`src/rtl/frac_baud_gen.sv`:
```
module frac_baud_gen #(
  parameter int DIV_W = 16,
  parameter int OVS   = 16
) (
  input  logic             clk,
  input  logic             rst_n,
  input  logic             wr_en,
  input  logic [1:0]       wr_addr,
  input  logic [DIV_W-1:0] wr_data,
  output logic             tick,
  output logic [3:0]       char_len,
  output logic             two_stop,
  output logic [1:0]       parity_mode
);
  localparam int SUB_W = $clog2(OVS);
  localparam int CNT_W = DIV_W + 1;

  logic [5:0]       lcr_q;
  logic [DIV_W-1:0] div_q;
  logic [2:0]       frac_q;
  logic [CNT_W-1:0] cnt;
  logic [SUB_W-1:0] sub;
  logic [CNT_W-1:0] len;
  logic             running, cfg_wr, stretch;

  assign cfg_wr  = wr_en && (wr_addr != 2'd3);
  assign running = (div_q != '0);
  assign stretch = (CNT_W'(sub) < CNT_W'(frac_q));
  assign len     = CNT_W'(div_q) + CNT_W'(1) + CNT_W'(stretch);
  assign tick    = running && (cnt == len - CNT_W'(1));

  assign char_len    = 4'd5 + {2'b00, lcr_q[1:0]};
  assign two_stop    = lcr_q[2];
  assign parity_mode = !lcr_q[5] ? 2'd0 : (lcr_q[3] ? 2'd2 : 2'd1);

  always_ff @(posedge clk) begin
    if (!rst_n) begin
      lcr_q  <= '0;
      div_q  <= '0;
      frac_q <= '0;
    end else if (wr_en) begin
      case (wr_addr)
        2'd0:    lcr_q  <= wr_data[5:0];
        2'd1:    div_q  <= wr_data;
        2'd2:    frac_q <= wr_data[2:0];
        default: ;
      endcase
    end
  end

  always_ff @(posedge clk) begin
    if (!rst_n || cfg_wr) begin
      cnt <= '0;
      sub <= '0;
    end else if (running) begin
      if (tick) begin
        cnt <= '0;
        sub <= (sub == SUB_W'(OVS - 1)) ? '0 : sub + SUB_W'(1);
      end else begin
        cnt <= cnt + CNT_W'(1);
      end
    end
  end


  tick_pulse_chk: assert property (@(posedge clk) disable iff (!rst_n)
    tick |=> !tick);


  fmt_hold_chk: assert property (@(posedge clk) disable iff (!rst_n)
    !$past(wr_en && wr_addr == 2'd0) |-> $stable({char_len, two_stop, parity_mode}));


  restart_chk: assert property (@(posedge clk) disable iff (!rst_n)
    $past(cfg_wr) |-> !tick && sub == '0);


  cnt_range_chk: assert property (@(posedge clk) disable iff (!rst_n)
    running |-> cnt < len);


  idle_chk: assert property (@(posedge clk) disable iff (!rst_n)
    !running |-> cnt == '0 && !tick);


  sub_hold_chk: assert property (@(posedge clk) disable iff (!rst_n)
    $past(!tick && !cfg_wr) |-> sub == $past(sub));
endmodule

```
`config.mk`:
```
export PLATFORM = sky130hd
export DESIGN_NAME = frac_baud_gen
export DESIGN_NICKNAME = d
export VERILOG_FILES = /design/src/rtl/frac_baud_gen.sv
export SDC_FILE = /design/constraint.sdc
export NUM_CORES = 1
export LEC_CHECK = 0
export ABC_CLOCK_PERIOD_IN_PS = 3700
export BUFFER_PORTS_ARGS = -buffer_cell sky130_fd_sc_hd__buf_2
export CORE_MARGIN = 5
export CORE_UTILIZATION = 59
export DETAILED_ROUTE_END_ITERATION = 16
export PLACE_DENSITY = 0.84
export SYNTH_ARGS = -nofsm -noshare
export SYNTH_HDL_FRONTEND = slang
export SYNTH_SLANG_ARGS = --single-unit
```
`constraint.sdc`:
```
create_clock -name clk -period 3.7 [get_ports clk]
set_input_delay 0.555 -clock clk [delete_from_list [all_inputs] [get_ports clk]]
set_output_delay 0.555 -clock clk [all_outputs]
set_load 0.02 [all_outputs]
```
==> results of run 1 <==
==> flip-flops by register name, indices dropped and copies added, names as in the netlist <==
signal  cells
cnt        17
div_q      16
frac_q      3
lcr_q       5
sub         4
==> cell type report <==
| class | instances | area (µm²) |
|---|---|---|
| timing repair buffer | 32 | 173 |
| inverter | 6 | 22.5 |
| fill | 366 | 1400 |
| multi-input combinational | 261 | 1740 |
| clock buffer | 6 | 72.6 |
| tap | 52 | 65.1 |
| clock inverter | 2 | 38.8 |
| sequential | 45 | 906 |
==> what timing repair did <==
action,CTS,global route
endpoints found under the hold margin,0,0
resized for setup,7,4
hold buffers,0,0
endpoints found under the setup margin,1,1
pin swaps,8,2
setup buffers,1,0
==> through the flow <==
step	setup WS (ps)	hold WS [ps]	utilization	power, mW
detailed placement	189	504	0.646	0.676
global placement	235	493	0.646	0.672
CTS	31.3	493	0.680	1.04
finish	29.4	492	0.683	1.04
floorplan	37.2	461	-	0.643
global route	-144	481	0.683	1.09
==> per-layer routing <==
metal	GRT usage	routed length [µm]	vias up
met4	0.0828	145	0
met5	0	0	-
met1	0.249	2690	1089
li1	-	-	1192
met2	0.336	2760	41
met3	0.0405	183	15
==> cell usage after synthesis, types with 7 or more instances <==
cell,n,area share
nand2_1,55,0.076
dfxtp_1,45,0.33
nor2_1,23,0.032
xnor2_1,18,0.058
a21boi_0,17,0.047
nand3_1,16,0.029
xor2_1,15,0.048
nor2_2,10,0.023
clkbuf_1,9,0.012
nor2b_1,9,0.021
mux2i_1,8,0.029
nor4_1,8,0.018
ha_1,7,0.032
o21ai_0,7,0.013
==> cells in the final DEF (no fill, tap or decap), types with 2 or more instances in the layout <==
cell type,netlist,final
nor3_1,4,4
nor2_1,23,23
xnor2_1,18,18
clkbuf_8,0,5
nand4_1,6,6
nand2_1,55,55
ha_1,7,5
buf_2,6,27
and3_1,6,6
a21boi_0,17,17
nor3b_1,2,2
xor2_1,15,15
buf_4,0,5
nand4b_1,2,2
nand3b_1,3,3
inv_1,6,5
and2_1,4,4
a21o_1,2,2
o21ai_0,7,7
nand2b_1,4,4
nand3_1,16,15
a21oi_1,2,2
dfxtp_1,45,43
mux2i_1,8,8
nor4_1,8,7
and4_1,5,5
nor2_2,10,10
nor2b_1,9,9
o211ai_1,2,2
==> cell families (layout without fill, tap and decap cells) <==
| kind of cell | count (synthesis) | count (layout) | synth area share |
|---|---|---|---|
| fa+ha+maj | 7 | 7 | 0.0322 |
| buf+inv | 23 | 46 | 0.0432 |
| flops | 45 | 45 | 0.331 |
| mux | 8 | 8 | 0.0294 |
| xor+xnor | 33 | 33 | 0.106 |
| compound gates | 45 | 45 | 0.128 |
| simple gates | 168 | 168 | 0.330 |
==> power by group <==
part	switching (mW)	internal, mW	total (mW)
registers	0.0195	0.496	0.516
logic	0.0874	0.0686	0.156
clock network	0.162	0.203	0.364
total	0.269	0.768	1.04
==> worst min-delay path by stage <==
stage,start,endpoint,slack [ps],cells past startpoint
floorplan,div_q[0]$_SDFFE_PN0P_,div_q[0]$_SDFFE_PN0P_,460,2
global placement,lcr_q[2]$_SDFFE_PN0P_,lcr_q[2]$_SDFFE_PN0P_,490,2
detailed placement,div_q[0]$_SDFFE_PN0P_,div_q[0]$_SDFFE_PN0P_,500,2
CTS,wr_data[11],div_q[11]$_SDFFE_PN0P_,490,3
global route,wr_data[8],div_q[8]$_SDFFE_PN0P_,480,3
finish,wr_data[11],div_q[11]$_SDFFE_PN0P_,490,3
==> worst reg2reg max path, stage by stage, from the launching register on <==
cell	delay, ps
dfxtp_4	370
ha_4	230
a21o_1	190
a211oi_2	220
ha_2	250
buf_4	120
and4_1	340
nand2_1	90
nor4b_1	340
o22ai_1	180
or4_1	600
nand2_4	240
o21ai_0	120
==> metrics.cfg, run 1 <==
[placement]
dp.cells=395
place.gp.congestion=0.861
portBuffers=28
dpl_cell_area_mm2=0.00285
dp_hpwl_mm=4.39

[floorplanning]
io_pins=29
core_area_mm2=0.00441
rows=24
die_area_mm2=0.00607
die_h_um=77.9
initial_core_util=0.616
die_w_um=77.9

[global_route]
antenna_found_initial=0
grt_start_max_net_pins=26
grt_pass1_wl_mm=10.2
grt_pass1_vias=2279
grt_remaining_overflow=0
grt_use_total=0.200

[setup_path]
crit_path_end=tick
crit_type=reg2out
cp_slowest_cell=a2111o_1
reg2reg_setup_slack_ps=300
path_cells=ha_4 > a21o_1 > a211oi_2 > ha_2 > buf_4 > and4_1 > a2111oi_0 > a2111o_1 > o21a_1 > nor4b_2 > buf_4
cp-start-kind=flop
cp-startpoint=sub[1]$_SDFFE_PP0P_
cp.arrival_ps=3120
reg2reg_to=cnt[1]$_SDFFE_PP0P_
critPathCaptureType=output port
reg2reg_from=sub[1]$_SDFFE_PP0P_
crit_fanout=7
crit_family=compound AO/OA/AOI/OAI gates
cp.required_ps=3140
reg2reg_depth=12
critPathMostFrequentCell=buf_4
cp_num_cells=11
path_buf_inv=2
critPathMaxStageDelay_ps=440

[logic_synthesis]
syn_nets=357
seq_area_frac_synth=0.331
async_flop_share=0
synthesis.area_mm2=0.00272
ys.flop_type=dfxtp_1
ys_ff_latch=45
yosys_warnings=0
netlist_instances=329
yosysUniqueCellTypes=54
synth_edf_count=0
avgSynthCellArea_um2=8.27

[detailed_routing]
ant_nets=0
dr.pass1.iters=4
vias=2337
first_iter_violations=156
routed_wl_mm=5.78
viasPerCell=5.78
drcViolationCount=0
wl_per_cell_um=14.3

[final_layout]
nets=379
area.growth.synth_to_final_pct=10.9
drive_above_1_share=0.185
diodes=0
final_cell_area_mm2=0.00302
instances_no_fill=404

[flow_run]
drv_cap=0

[clocking]
cts_tree=built
cts_root_buf=clkbuf_8
clockBufferDepth=2
clock-sinks=45
numCtsBuffers=5
clk_pin_slew_ps=90
htreeDepth=2
clk_latency_ps=300

[timing]
final_max_slew_viol_count=0
period_share=0.992
setup_viol=0
worst_slew_pin_slew_ps=936
period_minus_slack_ps=3670
slew_headroom=0.375
finalHoldViolations=0
fmax_mhz=272
rsz0062_at_grt=true
fin_skew_ps=11.6
final.setup.tns_ps=0

[power]
p_per_area_mw_per_mm2=344
ir_drop_uv=197
p_leak_nw=1.11

[hold_path]
hp-class=in2reg

[run_status]
status=finished clean

Note: power is estimated with default switching activity, not from simulation.
==> inputs of run 2 (changes only) <==
--- a/config.mk
+++ b/config.mk
@@ -8,3 +8,3 @@
 export ABC_CLOCK_PERIOD_IN_PS = 3700
-export BUFFER_PORTS_ARGS = -buffer_cell sky130_fd_sc_hd__buf_2
+export BUFFER_PORTS_ARGS = -buffer_cell sky130_fd_sc_hd__clkbuf_2
 export CORE_MARGIN = 5
==> constraint.sdc (replaced) <==
create_clock -name clk -period 3.7 [get_ports clk]
set_input_delay 0.37 -clock clk [delete_from_list [all_inputs] [get_ports clk]]
set_output_delay 0.37 -clock clk [all_outputs]
set_load 0.02 [all_outputs]
==> run 2 against run 1 <==
  * Non-clock buffer count increased by 2
  * Critical endpoint unchanged
  * Hold slack lost 200 ps
  * Clock-buffer cell count down 1
  * Core utilization increased by 1.4 points
  * Critical path type unchanged
  * Combinational power up 5%
  * Total power rose by 9.0%
  * Critical path depth unchanged
==> metrics.cfg, run 2 (synthesis gave the netlist of run 1 again) <==
[final_layout]
final_cell_area_mm2=0.00308  ; was 0.00302 mm²
diodes=0  ; unchanged
nets=381  ; was 379
final_cell_mix=55 x nand2_1, 43 x dfxtp_1, 27 x clkbuf_2  ; was 55 x nand2_1, 43 x dfxtp_1, 27 x buf_2
drive_above_1_share=0.198  ; was 0.185
largest_reg_flops=17  ; unchanged
reg_top3=cnt x17, div_q x16, lcr_q x5  ; unchanged
n_fill_cell=336  ; was 366
area.growth.synth_to_final_pct=13.1  ; was 10.9%
layout_commonest_cell=nand2_1  ; unchanged
largest_register=cnt  ; unchanged

[floorplanning]
rows=24  ; unchanged
initial_core_util=0.616  ; unchanged
io_pins=29  ; unchanged
die_w_um=77.9  ; unchanged
die_area_mm2=0.00607  ; unchanged
core_area_mm2=0.00441  ; unchanged
die_h_um=77.9  ; unchanged

[setup_path]
cp.required_ps=3330  ; was 3140 ps
critPathCaptureType=output port  ; unchanged
cp_slowest_cell=or4_4  ; was a2111o_1
path_cells=inv_2 > ha_4 > a21o_1 > a211oi_2 > ha_2 > nand4_1 > or4_4 > a2111oi_4 > nand2_1 > nor4b_2 > buf_4  ; was ha_4 > a21o_1 > a211oi_2 > ha_2 > buf_4 > and4_1 > a2111oi_0 > a2111o_1 > o21a_1 > nor4b_2 > buf_4
cp-start-kind=flop  ; unchanged
cp.arrival_ps=3210  ; was 3120 ps
crit_type=reg2out  ; unchanged
crit_fanout=4  ; was 7
critPathMaxStageDelay_ps=560  ; was 440 ps

[placement]
place.gp.congestion=0.897  ; was 0.861
dp_hpwl_mm=4.38  ; was 4.39 mm
dpl_cell_area_mm2=0.00285  ; unchanged
pre_cts_ws_ps=208  ; was 189 ps
portBuffers=28  ; unchanged

[global_route]
grt_start_max_net_pins=26  ; unchanged
met1_usage=0.265  ; was 0.249
grt_pass1_vias=2255  ; was 2,279
grt_use_total=0.204  ; was 0.200
grt_pass1_wl_mm=10.3  ; was 10.2 mm
grt_busiest_layer=met2  ; unchanged
grt_remaining_overflow=0  ; unchanged
met3_usage=0.0417  ; was 0.0405
grtUsageMet2=0.332  ; was 0.336
antenna_found_initial=0  ; unchanged

[timing]
slew_headroom=0.388  ; was 0.375
fmax_mhz=279  ; was 272 MHz
fin_ws_ps=120  ; was 29.4 ps
period_minus_slack_ps=3580  ; was 3670 ps
worst_slew_pin_slew_ps=914  ; was 936 ps
setup_viol=0  ; unchanged
final_max_slew_viol_count=0  ; unchanged
finalHoldViolations=0  ; unchanged
fin_skew_ps=10.2  ; was 11.6 ps
period_share=0.967  ; was 0.992

[detailed_routing]
vias=2376  ; was 2,337
drcViolationCount=0  ; unchanged
dr.pass1.iters=4  ; unchanged
first_iter_violations=246  ; was 156
routed_wl_mm=6.08  ; was 5.78 mm
ant_nets=0  ; unchanged
viasPerCell=5.85  ; was 5.78
wl_per_cell_um=15.0  ; was 14.3 µm

[clocking]
cts_tree=built  ; unchanged
cts_root_buf=clkbuf_8  ; unchanged
htreeDepth=2  ; unchanged
clk_pin_slew_ps=90  ; about the same
clock-sinks=45  ; unchanged
clockBufferDepth=2  ; unchanged
numCtsBuffers=5  ; unchanged
clk_latency_ps=310  ; was 300 ps

[power]
ir_drop_uv=241  ; was 197 µV
p_per_area_mw_per_mm2=367  ; was 344 mW/mm²
p_leak_nw=1.16  ; was 1.11 nW

[flow_run]
drv_cap=0  ; unchanged

[run_status]
status=finished clean  ; unchanged

[hold_path]
hp-class=in2reg  ; unchanged

==> run 2: critical path: cells and delay by family, from the launching register on <==
family | cells | cell delay [ps]
DFF | 1 | 340
AOI/OAI and AO/OA | 3 | 770
adders and majority gates | 2 | 430
and+or+nand+nor | 4 | 1110
buffers and inverters | 2 | 240
==> run 2: metal layers <==
layer	share of wire	wire length, µm
met4	0.028	171
met1	0.45	2760
met5	0	0
met2	0.47	2880
met3	0.044	267
==> run 2: worst paths after layout <==
check	start	end	slack, ps	cells after the start
hold reg to reg	sub[1]$_SDFFE_PP0P_	sub[1]$_SDFFE_PP0P_	520	2
hold / removal	wr_data[15]	div_q[15]$_SDFFE_PN0P_	290	3
setup / recovery	frac_q[1]$_SDFFE_PN0P_	tick	120	11
setup reg to reg	frac_q[1]$_SDFFE_PN0P_	cnt[1]$_SDFFE_PP0P_	180	13
==> run 2: per-stage QoR <==
stage / hold WS (ps) / total power [mW] / util / instances / setup TNS, ps
3_3_place_gp: 498 / 0.674 / 0.646 / 395 / 0
4_1_cts: 290 / 1.13 / 0.681 / 403 / 0
6_report: 291 / 1.13 / 0.697 / 406 / 0
2_1_floorplan: 461 / 0.643 / - / 329 / 0
3_5_place_dp: 505 / 0.677 / 0.646 / 395 / 0
5_1_grt: 298 / 1.18 / 0.697 / 406 / -172
==> run 2: area by class of cell <==
type                       instances  area (µm²)  share of cell area
sequential                        45         903               0.294
timing repair buffer              34         188              0.0610
inverter                           6        22.5             0.00732
clock inverter                     3        68.8              0.0224
multi-input combinational        261        1760               0.572
tap                               52        65.1              0.0211
clock buffer                       5        68.8              0.0224
==> run 2: power by group <==
group | switching (mW) | internal, mW | leakage, nW
Sequential | 0.0199 | 0.497 | 0.365
Clock | 0.177 | 0.272 | 0.0687
Combinational | 0.0906 | 0.0731 | 0.721
==> run 2: what timing repair did <==
action                     4_1_cts  5_1_grt
pin swaps                        3        9
hold buffers                     0        0
gates cloned                     0        0
buffers inserted                 0        3
gates resized for setup          4       10
setup endpoints to repair        1        2
